[config.mk]
export PLATFORM = sky130hd
export DESIGN_NAME = useq_core
export DESIGN_NICKNAME = d
export VERILOG_FILES = /design/src/rtl/useq_pkg.sv /design/src/rtl/useq_rstsync.sv /design/src/rtl/useq_rom.sv /design/src/rtl/useq_next.sv /design/src/rtl/useq_core.sv
export SDC_FILE = /design/constraint.sdc
export NUM_CORES = 1
export LEC_CHECK = 0
export ABC_AREA = 1
export BUFFER_PORTS_ARGS = -buffer_cell sky130_fd_sc_hd__buf_2
export CAP_MARGIN = 40
export CORE_MARGIN = 2
export CORE_UTILIZATION = 45
export CTS_BUF_LIST = sky130_fd_sc_hd__clkbuf_4 sky130_fd_sc_hd__clkbuf_8
export DETAILED_ROUTE_END_ITERATION = 16
export PLACE_DENSITY = 0.69
export SLEW_MARGIN = 15
export SYNTH_ARGS = -nofsm -noshare
export SYNTH_HDL_FRONTEND = slang
export SYNTH_SLANG_ARGS = --single-unit
[constraint.sdc]
create_clock -name clk -period 1.4 [get_ports clk]
set_clock_uncertainty 0.15 [all_clocks]
set_input_delay 0.07 -clock clk [delete_from_list [all_inputs] [get_ports clk]]
set_output_delay 0.07 -clock clk [all_outputs]
set_load 0.03 [all_outputs]
[src/rtl/useq_pkg.sv]
`timescale 1ns/1ps
package useq_pkg;
  localparam int CTRL_W = 16;
  localparam int ADDR_W = 6;
  localparam int OPC_W  = 4;
  localparam int FLAG_W = 4;
  localparam int SEL_W  = $clog2(FLAG_W);
  localparam int DEPTH  = 1 << ADDR_W;
  localparam int SLOT_W = ADDR_W - OPC_W;

  typedef enum logic [1:0] {
    NX_STEP = 2'd0,
    NX_COND = 2'd1,
    NX_JUMP = 2'd2,
    NX_DISP = 2'd3
  } nxmode_e;

  typedef struct packed {
    logic [CTRL_W-1:0] ctrl;
    logic [SEL_W-1:0]  sel;
    nxmode_e           mode;
    logic [ADDR_W-1:0] target;
  } uword_t;

  localparam int UWORD_W = $bits(uword_t);

  // Computes the fixed microprogram word stored at address a.
  function automatic uword_t rom_word(input int a);
    uword_t            w;
    logic [ADDR_W-1:0] av;
    logic [OPC_W-1:0]  k;
    logic [SLOT_W-1:0] slot;
    av       = ADDR_W'(a);
    k        = av[ADDR_W-1:SLOT_W];
    slot     = av[SLOT_W-1:0];
    w.ctrl   = {av, ~av, av[3:0]};
    w.sel    = '0;
    w.target = '0;
    w.mode   = NX_JUMP;
    if (k == '0) begin
      case (slot)
        2'd0, 2'd1: w.mode = NX_STEP;
        2'd2:       w.mode = NX_DISP;
        default:    w.mode = NX_JUMP;
      endcase
    end else begin
      case (slot)
        2'd0: w.mode = NX_STEP;
        2'd1: begin
          w.mode   = NX_COND;
          w.sel    = k[SEL_W-1:0];
          w.target = {k, 2'b11};
        end
        default: w.mode = NX_JUMP;
      endcase
    end
    return w;
  endfunction
endpackage

[src/rtl/useq_rstsync.sv]
`timescale 1ns/1ps
module useq_rstsync #(
  parameter int STAGES = 2
) (
  input  logic clk,
  input  logic rst_n,
  output logic rst_sync_n
);
  logic [STAGES-1:0] chain_q;
  logic [STAGES-1:0] chain_d;

  always_comb chain_d = {chain_q[STAGES-2:0], 1'b1};

  always_ff @(posedge clk or negedge rst_n) begin
    if (!rst_n) chain_q <= '0;
    else        chain_q <= chain_d;
  end

  assign rst_sync_n = chain_q[STAGES-1];
endmodule

[src/rtl/useq_rom.sv]
`timescale 1ns/1ps
module useq_rom
  import useq_pkg::*;
(
  input  logic [ADDR_W-1:0] addr,
  output uword_t            word
);
  uword_t table_w [DEPTH];

  for (genvar i = 0; i < DEPTH; i++) begin : g_word
    assign table_w[i] = rom_word(i);
  end

  assign word = table_w[addr];
endmodule

[src/rtl/useq_next.sv]
`timescale 1ns/1ps
module useq_next
  import useq_pkg::*;
(
  input  logic [ADDR_W-1:0] cur_addr,
  input  nxmode_e           mode,
  input  logic [SEL_W-1:0]  sel,
  input  logic [ADDR_W-1:0] target,
  input  logic [FLAG_W-1:0] flags,
  input  logic [OPC_W-1:0]  opcode,
  output logic [ADDR_W-1:0] nxt_addr
);
  logic [ADDR_W-1:0] seq_addr;
  logic [ADDR_W-1:0] map_addr;
  logic              cond_hit;

  always_comb begin
    seq_addr = cur_addr + ADDR_W'(1);
    map_addr = {opcode, {SLOT_W{1'b0}}};
    cond_hit = flags[sel];
    case (mode)
      NX_COND: nxt_addr = cond_hit ? target : seq_addr;
      NX_JUMP: nxt_addr = target;
      NX_DISP: nxt_addr = map_addr;
      default: nxt_addr = seq_addr;
    endcase
  end
endmodule

[src/rtl/useq_core.sv]
`timescale 1ns/1ps
module useq_core
  import useq_pkg::*;
(
  input  logic              clk,
  input  logic              rst_n,
  input  logic [OPC_W-1:0]  opcode,
  input  logic [FLAG_W-1:0] flags,
  output logic [CTRL_W-1:0] ctrl,
  output logic [ADDR_W-1:0] uaddr
);
  localparam uword_t BOOT_WORD = rom_word(0);

  logic              rst_sync_n;
  logic [ADDR_W-1:0] car_q, car_d;
  uword_t            cbr_q, cbr_d;
  uword_t            rom_q;
  logic [ADDR_W-1:0] nxt_addr;

  useq_rstsync #(.STAGES(2)) u_rstsync (
    .clk        (clk),
    .rst_n      (rst_n),
    .rst_sync_n (rst_sync_n)
  );

  useq_next u_next (
    .cur_addr (car_q),
    .mode     (cbr_q.mode),
    .sel      (cbr_q.sel),
    .target   (cbr_q.target),
    .flags    (flags),
    .opcode   (opcode),
    .nxt_addr (nxt_addr)
  );

  useq_rom u_rom (
    .addr (nxt_addr),
    .word (rom_q)
  );

  always_comb begin
    car_d = nxt_addr;
    cbr_d = rom_q;
  end

  always_ff @(posedge clk or negedge rst_sync_n) begin
    if (!rst_sync_n) begin
      car_q <= '0;
      cbr_q <= BOOT_WORD;
    end else begin
      car_q <= car_d;
      cbr_q <= cbr_d;
    end
  end

  assign ctrl  = cbr_q.ctrl;
  assign uaddr = car_q;
endmodule

==> impl_metrics.yaml, run 1 <==
run_status:
  status: "complete, but fails checks"
  violations: "negative setup slack"
sta:
  fin_hold_ws_ns: 0.0107
  setup_viol: 20
  rsz0062_at_grt: "yes"
  fin_ws_ns: -0.311
  fin_crit_ns: 1.71
  final_hold_viol_count: 0
  fin_crit_sh_pct: 122
  report.final.slew_viol_count: 0
  fmax_ghz: 0.585
place:
  io_buffers: 31
  dp_hpwl_um: 2270
  gp_congestion: 0.874
power:
  leakagePower_uw: 0.000991
  powerDensity_mw_per_mm2: 2780
  total_power_uw: 5330
  worst_ir_drop_vdd_v: 0.00135
floorplanning:
  core_mm2: 0.00283
  num_io_pins: 32
  start_util_pct: 48.3
  row_count: 19
  fp.dieH_um: 59.1
  die_x_um: 59.1
  die_area_mm2: 0.00349
yosys:
  netlist_area_mm2: 0.00137
  synth_cell_type_count: 30
  yosys_warnings: 0
  netlist_instances: 158
  ys_seq_area_share_pct: 37.2
  synth_area_per_cell_um2: 8.64
  ys_ff_latch: 20
  syn_nets: 169
layout:
  final_common_cell: "buf_2"
  area_delta_synth_final_pct: 40.6
  diodes: 0
  finalNetCount: 218
  final_cell_mix: "buf_2 (25), buf_4 (22), inv_1 (19)"
  drive_gt1_share_pct: 66.5
setup_path:
  start_kind: "register"
  crit_slowest_cell: "dfrtp_2"
  critPathArrivalTime_ns: 1.77
  worst-path-max-fanout: 8
  worstSetupPathType: "register to register"
  end_kind: "register"
  rrSetupSlack_ns: -0.31
  cpPeakStageDelay_ns: 0.46
  crit_chain: "buf_6, nor2_4, buf_4, nand3_1, nand3_4, buf_4, nor2_1, nand3_1, nand2_1"
  critPathRequiredTime_ns: 1.46
global_route:
  grt-ovfl-total: 0
  grt_max_degree: 19
  track_usage_pct: 19.0
  antenna_found_initial: 0
  grt_pass1_wl_um: 4900
  grt_pass1_vias: 1104
job:
  drv_cap: 0
clock_network:
  clock_latency_ns: 0.31
  cts_max_path_buffers: 2
  htreeDepth: 1
  root_buffer: "clkbuf_4"
  cts_sinks: 20
  cts_buffers: 3
  clk_pin_slew_ns: 0.12
  cts_tree: "built"
route:
  vias: 1139
  drc: 0
  drtPass1Iterations: 4
  ant_nets: 0
  drt_iter0_markers: 29
  wl_um: 3090
  viasPerCell: 4.81
  wl_per_cell_um: 13.0
worst_hold_path:
  holdCritPathClass: "input pin to register"
state kept, by name, summed over array words and instances (netlist names):
register,flops
ctrl,12
cbr_q,6
u_rstsync.chain_q,2
where the power goes:
| part | internal, µW | switching (µW) |
|---|---|---|
| registers | 852 | 166 |
| logic | 1670 | 2160 |
| clock network | 290 | 188 |
worst paths after layout:
| kind | startpoint | depth (start not counted) | end |
|---|---|---|---|
| max reg2reg | ctrl[11] | 9 | cbr_q[6] |
| max in group asynchronous | rst_n | 3 | u_rstsync.chain_q[1] |
| max | ctrl[11] | 9 | cbr_q[6] |
| min reg2reg | u_rstsync.chain_q[1] | 1 | cbr_q[1] |
| min | opcode[0] | 5 | ctrl[12] |
| min in group asynchronous | u_rstsync.chain_q[1] | 1 | cbr_q[1] |
per-layer routing:
layer	part of all wire (%)	GRT usage, %
met5	0	0
met4	1.8	7.79
met3	2.5	1.97
met2	55	34.6
met1	41	22.5
critical path: cells and delay by family (launching register included):
| kind | cells | cell delay, ns |
|---|---|---|
| buf+inv | 3 | 0.44 |
| flops | 1 | 0.46 |
| simple gates | 6 | 0.55 |
cells by family after synthesis:
kind of cell / synth area share [%]
AOI/OAI and AO/OA: 2.84
xor gates and xnor gates: 1.28
adders and majority gates: 0.916
buffers and inverters: 21.1
DFF: 37.2
other: 0.275
and+or+nand+nor: 36.4
cell usage after synthesis:
cell type,number,area [µm²]
or2_2,1,6.26
buf_4,22,165
inv_1,22,82.6
dfrtp_1,14,350
a31oi_1,1,6.26
inv_2,5,18.8
nor2_2,3,18.8
ha_1,1,12.5
dfstp_2,6,158
a21oi_1,1,5.00
nand2_1,28,105
nor2_8,1,20.0
nand3_1,12,60.1
buf_6,1,11.3
o21ai_0,3,15.0
o21bai_1,1,7.51
nand2_4,6,67.6
nand3_4,1,17.5
nand3_2,8,80.1
nor2_1,5,18.8
o21ai_1,1,5.00
nand2_2,4,25.0
nand4_2,1,12.5
conb_1,1,3.75
inv_4,1,6.26
nor2_4,4,45.0
nand3b_4,1,20.0
clkinv_1,1,3.75
xor2_1,1,8.76
xnor2_1,1,8.76
stage by stage:
stage	setup TNS (ns)	utilization [%]	setup slack [ns]	instances	area, µm²
final	-3.42	67.8	-0.311	237	1920
after global routing	-4.90	67.8	-0.392	237	1920
after CTS	-3.02	62.5	-0.300	230	1770
after detailed placement	-2.94	54.2	-0.347	213	1530
after global placement	-2.53	54.2	-0.322	213	1530
after floorplan	-0.576	-	-0.166	158	1400
area by class of cell:
cell class | count | area, µm²
Clock buffer | 3 | 22.5
Clock inverter | 1 | 30.0
Fill cell | 217 | 910
Inverter | 29 | 111
Multi-Input combinational cell | 86 | 692
Sequential cell | 20 | 512
Tap cell | 31 | 38.8
Timing Repair Buffer | 67 | 513
what timing repair did:
action                     in CTS  in global routing
setup endpoints to repair      21                 24
gates resized for setup        20                 30
pin swaps                       9                  9
hold buffers                    2                  0
hold endpoints to repair        2                  0
setup buffers                  11                  8
Note: power is estimated with default switching activity, not from simulation.
==> run 2: changes to the inputs <==
--- a/config.mk
+++ b/config.mk
@@ -12,8 +12,9 @@
 export CORE_UTILIZATION = 45
 export CTS_BUF_LIST = sky130_fd_sc_hd__clkbuf_4 sky130_fd_sc_hd__clkbuf_8
 export DETAILED_ROUTE_END_ITERATION = 16
-export PLACE_DENSITY = 0.69
+export PLACE_DENSITY = 0.68
 export SLEW_MARGIN = 15
 export SYNTH_ARGS = -nofsm -noshare
 export SYNTH_HDL_FRONTEND = slang
+export SYNTH_HIERARCHICAL = 1
 export SYNTH_SLANG_ARGS = --single-unit
==> constraint.sdc (replaced) <==
create_clock -name clk -period 1.75 [get_ports clk]
set_clock_uncertainty 0.15 [all_clocks]
set_input_delay 0.0875 -clock clk [delete_from_list [all_inputs] [get_ports clk]]
set_output_delay 0.0875 -clock clk [all_outputs]
set_load 0.03 [all_outputs]
==> run 2 against run 1 <==
The flow now finishes without violations. Sequential share of layout area grew 21 points. Count of clock-buffer cells in the layout grew 3. Wire length shrank 8.4%. Design area shrank 6.4%. Non-clock buffer count shrank 12. Synthesized area grew 8.0%. Hold slack gained 0.090 ns. Critical path type unchanged. Largest cell class is now sequential cells. Largest power group unchanged.
==> impl_metrics.yaml, run 2 <==
power:
  worst_ir_drop_vdd_v: 0.000954
  powerDensity_mw_per_mm2: 2040
  seqPwrFrac_pct: 34.4
  p_switching_uw: 1650
  p_sw_share_pct: 45.0
  internal-power_uw: 2020
  clockPowerShare_pct: 12.2
  leakagePower_uw: 0.000931
  combPwrFrac_pct: 53.4
setup_path:
  crit_chain: "nand2_1, inv_2, nor2_4, a21boi_2, nand2_1, nand2_2, inv_2, nor2_4, nand2_2, nand2_1, nand2_1, nand2_1"
  cpPeakStageDelay_ns: 0.44
  worst-path-max-fanout: 5
  cp_num_buf_inv: 2
  start_kind: "register"
  end_kind: "register"
  critPathRequiredTime_ns: 1.88
  critPathArrivalTime_ns: 1.88
  worstSetupPathType: "register to register"
  crit_top_cell: "nand2_1"
  crit_slowest_cell: "dfrtp_1"
  crit_family: "simple AND/OR/NAND/NOR gates"
clock_network:
  clk_pin_slew_ns: 0.10
  cts_sinks: 34
  cts_buffers: 5
  cts_tree: "built"
  cts_max_path_buffers: 2
  htreeDepth: 2
  root_buffer: "clkbuf_4"
  clock_latency_ns: 0.34
yosys:
  syn_nets: 153
  yosys-top-cells-count: "buf_4 (30), dfrtp_1 (28), nand2_1 (24), nand3_1 (15)"
  netlist_instances: 142
  synth_cell_type_count: 19
  netlist_area_mm2: 0.00147
  ys_ff_latch: 34
  synth_top_cell_by_area: "dfrtp_1"
  synth_area_leaders: "dfrtp_1 (48%), buf_4 (15%), dfstp_2 (11%)"
  ys_async_sr_fraction_pct: 100
  synth_top_area_share_pct: 47.5
  yosys_warnings: 6
  ys_seq_area_share_pct: 58.2
  synth_edf_count: 0
  yosysMostFrequentCell: "buf_4"
  synth_area_per_cell_um2: 10.4
  ys.flop_type: "dfrtp_1"
layout:
  diodes: 0
  largest_register_ffs: 16
  fin_cells: 219
  finalNetCount: 185
  design_area_mm2: 0.00180
  final_common_cell: "buf_2"
  drive_gt1_share_pct: 53.1
  area_delta_synth_final_pct: 21.9
  final_cell_mix: "buf_2 (31), dfrtp_1 (26), nand2_1 (20)"
  final_core_util_pct: 58.4
route:
  drt_iter0_markers: 21
  drtPass1Iterations: 4
  wl_per_cell_um: 12.9
  viasPerCell: 4.65
  wl_um: 2830
  drc: 0
  ant_nets: 0
  vias: 1018
sta:
  setup_viol: 0
  fin_hold_ws_ns: 0.100
  fin_crit_sh_pct: 100
  final_hold_viol_count: 0
  rsz0062_at_grt: "yes"
  fmax_ghz: 0.571
  report.final.slew_viol_count: 0
  fin_crit_ns: 1.75
floorplanning:
  fp.dieH_um: 61.2
  num_io_pins: 32
  die_area_mm2: 0.00375
  die_x_um: 61.2
  row_count: 20
  core_mm2: 0.00308
  start_util_pct: 47.9
run_status:
  status: "finished clean"
job:
  drv_cap: 0
place:
  io_buffers: 31
  dp_hpwl_um: 1880
  place_inst: 193
  gp_congestion: 0.856
  placed_area_mm2: 0.00151
worst_hold_path:
  holdCritPathClass: "register to asynchronous set/reset pin"
global_route:
  grt_pass1_vias: 916
  track_usage_pct: 16.2
  grt_pass1_wl_um: 4130
  grt-ovfl-total: 0
  grt_max_degree: 17
  antenna_found_initial: 0
-- run 2: cell count changes after synthesis, moves of 4 or more --
cell,before,now
buf_4,22,30
inv_1,22,8
dfrtp_1,14,28
nand3_2,8,2
nand2_4,6,1
nand2_1,28,24
-- run 2: cell type report --
| type | instances | area, µm² |
|---|---|---|
| flip-flops and latches | 34 | 861 |
| well taps | 44 | 55.1 |
| inverters | 14 | 52.6 |
| fillers | 254 | 1280 |
| clock buffers | 6 | 51.3 |
| multi-input cells | 64 | 412 |
| clock inverters | 2 | 12.5 |
| repair buffers | 55 | 353 |
-- run 2: final timing paths --
| check | from | to | slack (ns) | cells past startpoint |
|---|---|---|---|---|
| max | cbr_q[6] | cbr_q[6] | 0.00004 | 12 |
| max in group asynchronous | u_rstsync/chain_q[1] | cbr_q[7] | 0.75 | 1 |
| min in group clk | flags[2] | ctrl[7] | 0.21 | 8 |
| min reg2reg | u_rstsync/chain_q[1] | ctrl[14] | 0.10 | 1 |
| min | u_rstsync/chain_q[1] | ctrl[14] | 0.10 | 1 |
| max reg2reg | cbr_q[6] | cbr_q[6] | 0.00004 | 12 |
-- run 2: logic make-up (layout without fill, tap and decap cells) --
kind of cell / Yosys count / count (layout) / synth area share (%)
buffers and inverters: 44 / 77 / 18.8
xor gates and xnor gates: 3 / 3 / 1.78
and+or+nand+nor: 56 / 56 / 18.6
AOI/OAI and AO/OA: 3 / 3 / 1.44
adders and majority gates: 1 / 1 / 0.849
other: 1 / 1 / 0.254
DFF: 34 / 34 / 58.2
-- run 2: metrics by stage --
stage	TNS [ns]	setup slack [ns]	power, µW
after CTS	0	0.0171	3350
after detailed placement	-0.000165	-0.000165	2870
final	0	0.0000409	3670
after global routing	-0.997	-0.170	3910
after global placement	0	0.0279	2830
after floorplan	0	0.00000677	2870
-- run 2: power by group through the flow --
| stage | clock (µW) | combinational (µW) | sequential [µW] |
|---|---|---|---|
| floorplan | 0 | 1510 | 1360 |
| CTS | 469 | 1630 | 1250 |
| global route | 500 | 2120 | 1290 |
| finish | 447 | 1960 | 1260 |
| global placement | 0 | 1570 | 1260 |
| detailed placement | 0 | 1600 | 1270 |
-- run 2: metal layers --
metal | GRT usage [%] | share of wire [%] | vias to the layer above
li1 | - | - | 470
met1 | 18.5 | 37 | 487
met2 | 25.5 | 52 | 49
met3 | 6.51 | 7.7 | 12
met4 | 9.63 | 3.3 | 0
met5 | 0 | 0 | -
-- run 2: repair_timing --
item / CTS / global route
cloned: 0 / 0
buffers inserted: 0 / 11
resized for setup: 1 / 17
setup endpoints to repair: 1 / 9
hold buffers: 7 / 0
pin swaps: 0 / 11
hold endpoints to repair: 14 / 0
==> run 3: changes to the inputs <==
--- a/config.mk
+++ b/config.mk
@@ -12,9 +12,8 @@
 export CORE_UTILIZATION = 45
 export CTS_BUF_LIST = sky130_fd_sc_hd__clkbuf_4 sky130_fd_sc_hd__clkbuf_8
 export DETAILED_ROUTE_END_ITERATION = 16
-export PLACE_DENSITY = 0.68
+export PLACE_DENSITY = 0.69
 export SLEW_MARGIN = 15
 export SYNTH_ARGS = -nofsm -noshare
 export SYNTH_HDL_FRONTEND = slang
-export SYNTH_HIERARCHICAL = 1
 export SYNTH_SLANG_ARGS = --single-unit
==> run 3 against run 2 <==
Register-to-register slack improved by 0.09 ns. First-iteration DRC count is 67% higher. Total power down 5.7%. Design area shrank 10%. Setup slack better by 0.088 ns. Maximum frequency is 5.3% higher. Global-route usage increased by 0.94 points. Non-clock buffer count is 13 lower. Cell count down 3.2%. Critical path type unchanged. Critical endpoint unchanged.
==> impl_metrics.yaml, run 3 (synthesis gave the netlist of run 1 again) <==
clock_network:
  cts_sinks: 20
  htreeDepth: 1
  clock_latency_ns: 0.31
  cts_max_path_buffers: 2
  clk_pin_slew_ns: 0.12
  root_buffer: "clkbuf_4"
  cts_buffers: 3
  cts_tree: "built"
floorplanning:
  start_util_pct: 48.3
  die_x_um: 59.1
  num_io_pins: 32
  row_count: 19
  die_area_mm2: 0.00349
  fp.dieH_um: 59.1
  core_mm2: 0.00283
route:
  wl_per_cell_um: 13.1
  drt_iter0_markers: 35
  ant_nets: 0
  drtPass1Iterations: 4
  vias: 1043
  drc: 0
  wl_um: 2790
  viasPerCell: 4.92
global_route:
  track_usage_pct: 17.1
  grt-ovfl-total: 0
  grt_pass1_wl_um: 4440
  grt_max_degree: 19
  antenna_found_initial: 0
  grt_pass1_vias: 958
layout:
  fillers: 248
  ff_latch_area_um2: 512
  largest_register_ffs: 12
  fin_cells: 212
  area_delta_synth_final_pct: 18.4
  diodes: 0
  finalNetCount: 193
  final_common_cell: "buf_2"
  multi_input_area_um2: 662
  drive_gt1_share_pct: 54.1
  final_cell_mix: "buf_2 (31), nand2_1 (25), inv_1 (22)"
  final_core_util_pct: 57.1
power:
  total_power_uw: 3460
  seqPwrFrac_pct: 24.2
  powerDensity_mw_per_mm2: 2140
  p_switching_uw: 1830
  combPwrFrac_pct: 67.8
  leakagePower_uw: 0.000833
  clockPowerShare_pct: 8.0
  p_sw_share_pct: 52.8
  internal-power_uw: 1630
  worst_ir_drop_vdd_v: 0.000911
place:
  io_buffers: 31
  pre_cts_slack_ns: 0.0489
  place_inst: 204
  gp_congestion: 0.837
  dp_hpwl_um: 2040
sta:
  fin_tns_setup_ns: 0
  rsz0062_at_grt: "yes"
  report.final.slew_viol_count: 0
  final_hold_viol_count: 0
  fmax_ghz: 0.602
  fin_crit_sh_pct: 94.9
  setup_viol: 0
  fin_crit_ns: 1.66
  fin_ws_ns: 0.0884
setup_path:
  critPathArrivalTime_ns: 1.73
  worstSetupPathType: "register to register"
  start_kind: "register"
  critPathRequiredTime_ns: 1.82
  end_kind: "register"
  worst-path-max-fanout: 3
job:
  drv_cap: 0
run_status:
  status: "finished clean"
worst_hold_path:
  holdCritPathClass: "register to asynchronous set/reset pin"
-- run 3: changes by cell type in the layout (fill, tap and decap cells not counted), moves of 3 or more --
cell           change
inv_1             +15
dfrtp_1           -15
nand2_1            +5
buf_6              +3
buf_4             -12
nand2_4            +4
nand3_2            +4
dlygate4sd3_1      -4
-- run 3: area by class of cell --
cell class                      count  share of cell area [%]
Clock buffer                        4                    2.24
Tap cell                           31                    2.40
Inverter                           29                    6.89
Multi-Input combinational cell     86                    40.9
Sequential cell                    20                    31.7
Timing Repair Buffer               42                    15.9
-- run 3: path summary, 6_finish.rpt --
check                                     startpoint                   end  slack, ns  cells past startpoint
worst max-delay path                        ctrl[11]              cbr_q[6]       0.09                     10
worst min-delay path            u_rstsync.chain_q[1]              cbr_q[1]       0.05                      1
worst max register to register              ctrl[11]              cbr_q[6]       0.09                     10
worst min register to register  u_rstsync.chain_q[1]              cbr_q[1]       0.05                      1
max in group asynchronous                      rst_n  u_rstsync.chain_q[1]       0.85                      3
min in group clk                           opcode[2]              ctrl[14]       0.07                      5
-- run 3: repair_timing --
item | 4_1_cts | 5_1_grt
gates cloned | 0 | 0
hold buffers | 3 | 0
setup buffers | 0 | 1
setup endpoints to repair | 1 | 6
pin swaps | 0 | 7
endpoints found under the hold margin | 3 | 0
resized for setup | 1 | 22
-- run 3: worst max-delay path: stages (launching register included) --
cell     delay [ns]
dfrtp_2        0.46
ha_4           0.19
xor2_2         0.15
nand3_1        0.09
nand2_1        0.06
nand2_2        0.07
nand3_4        0.09
nor2_4         0.12
nand3_2        0.08
nand2_2        0.06
nand2_1        0.04
-- run 3: metal layers --
metal | up-vias | part of all wire [%] | GRT usage, %
met4 | 0 | 1.9 | 6.82
met2 | 32 | 51 | 30.3
met1 | 502 | 43 | 21.1
met3 | 7 | 3.5 | 1.97
met5 | - | 0 | 0
li1 | 502 | - | -
-- run 3: stage by stage --
| step | hold WS, ns | cell area, µm² |
|---|---|---|
| 2_1_floorplan | -0.358 | 1370 |
| 3_3_place_gp | -0.278 | 1440 |
| 3_5_place_dp | -0.277 | 1440 |
| 4_1_cts | 0.0635 | 1510 |
| 5_1_grt | 0.0903 | 1620 |
| 6_report | 0.0524 | 1620 |
-- run 3: power by group through the flow --
stage / combinational, µW / clock, µW / sequential (µW)
2_1_floorplan: 1860 / 0 / 803
3_3_place_gp: 2100 / 0 / 796
3_5_place_dp: 2130 / 0 / 804
4_1_cts: 2160 / 281 / 801
5_1_grt: 2540 / 307 / 863
6_report: 2340 / 276 / 838
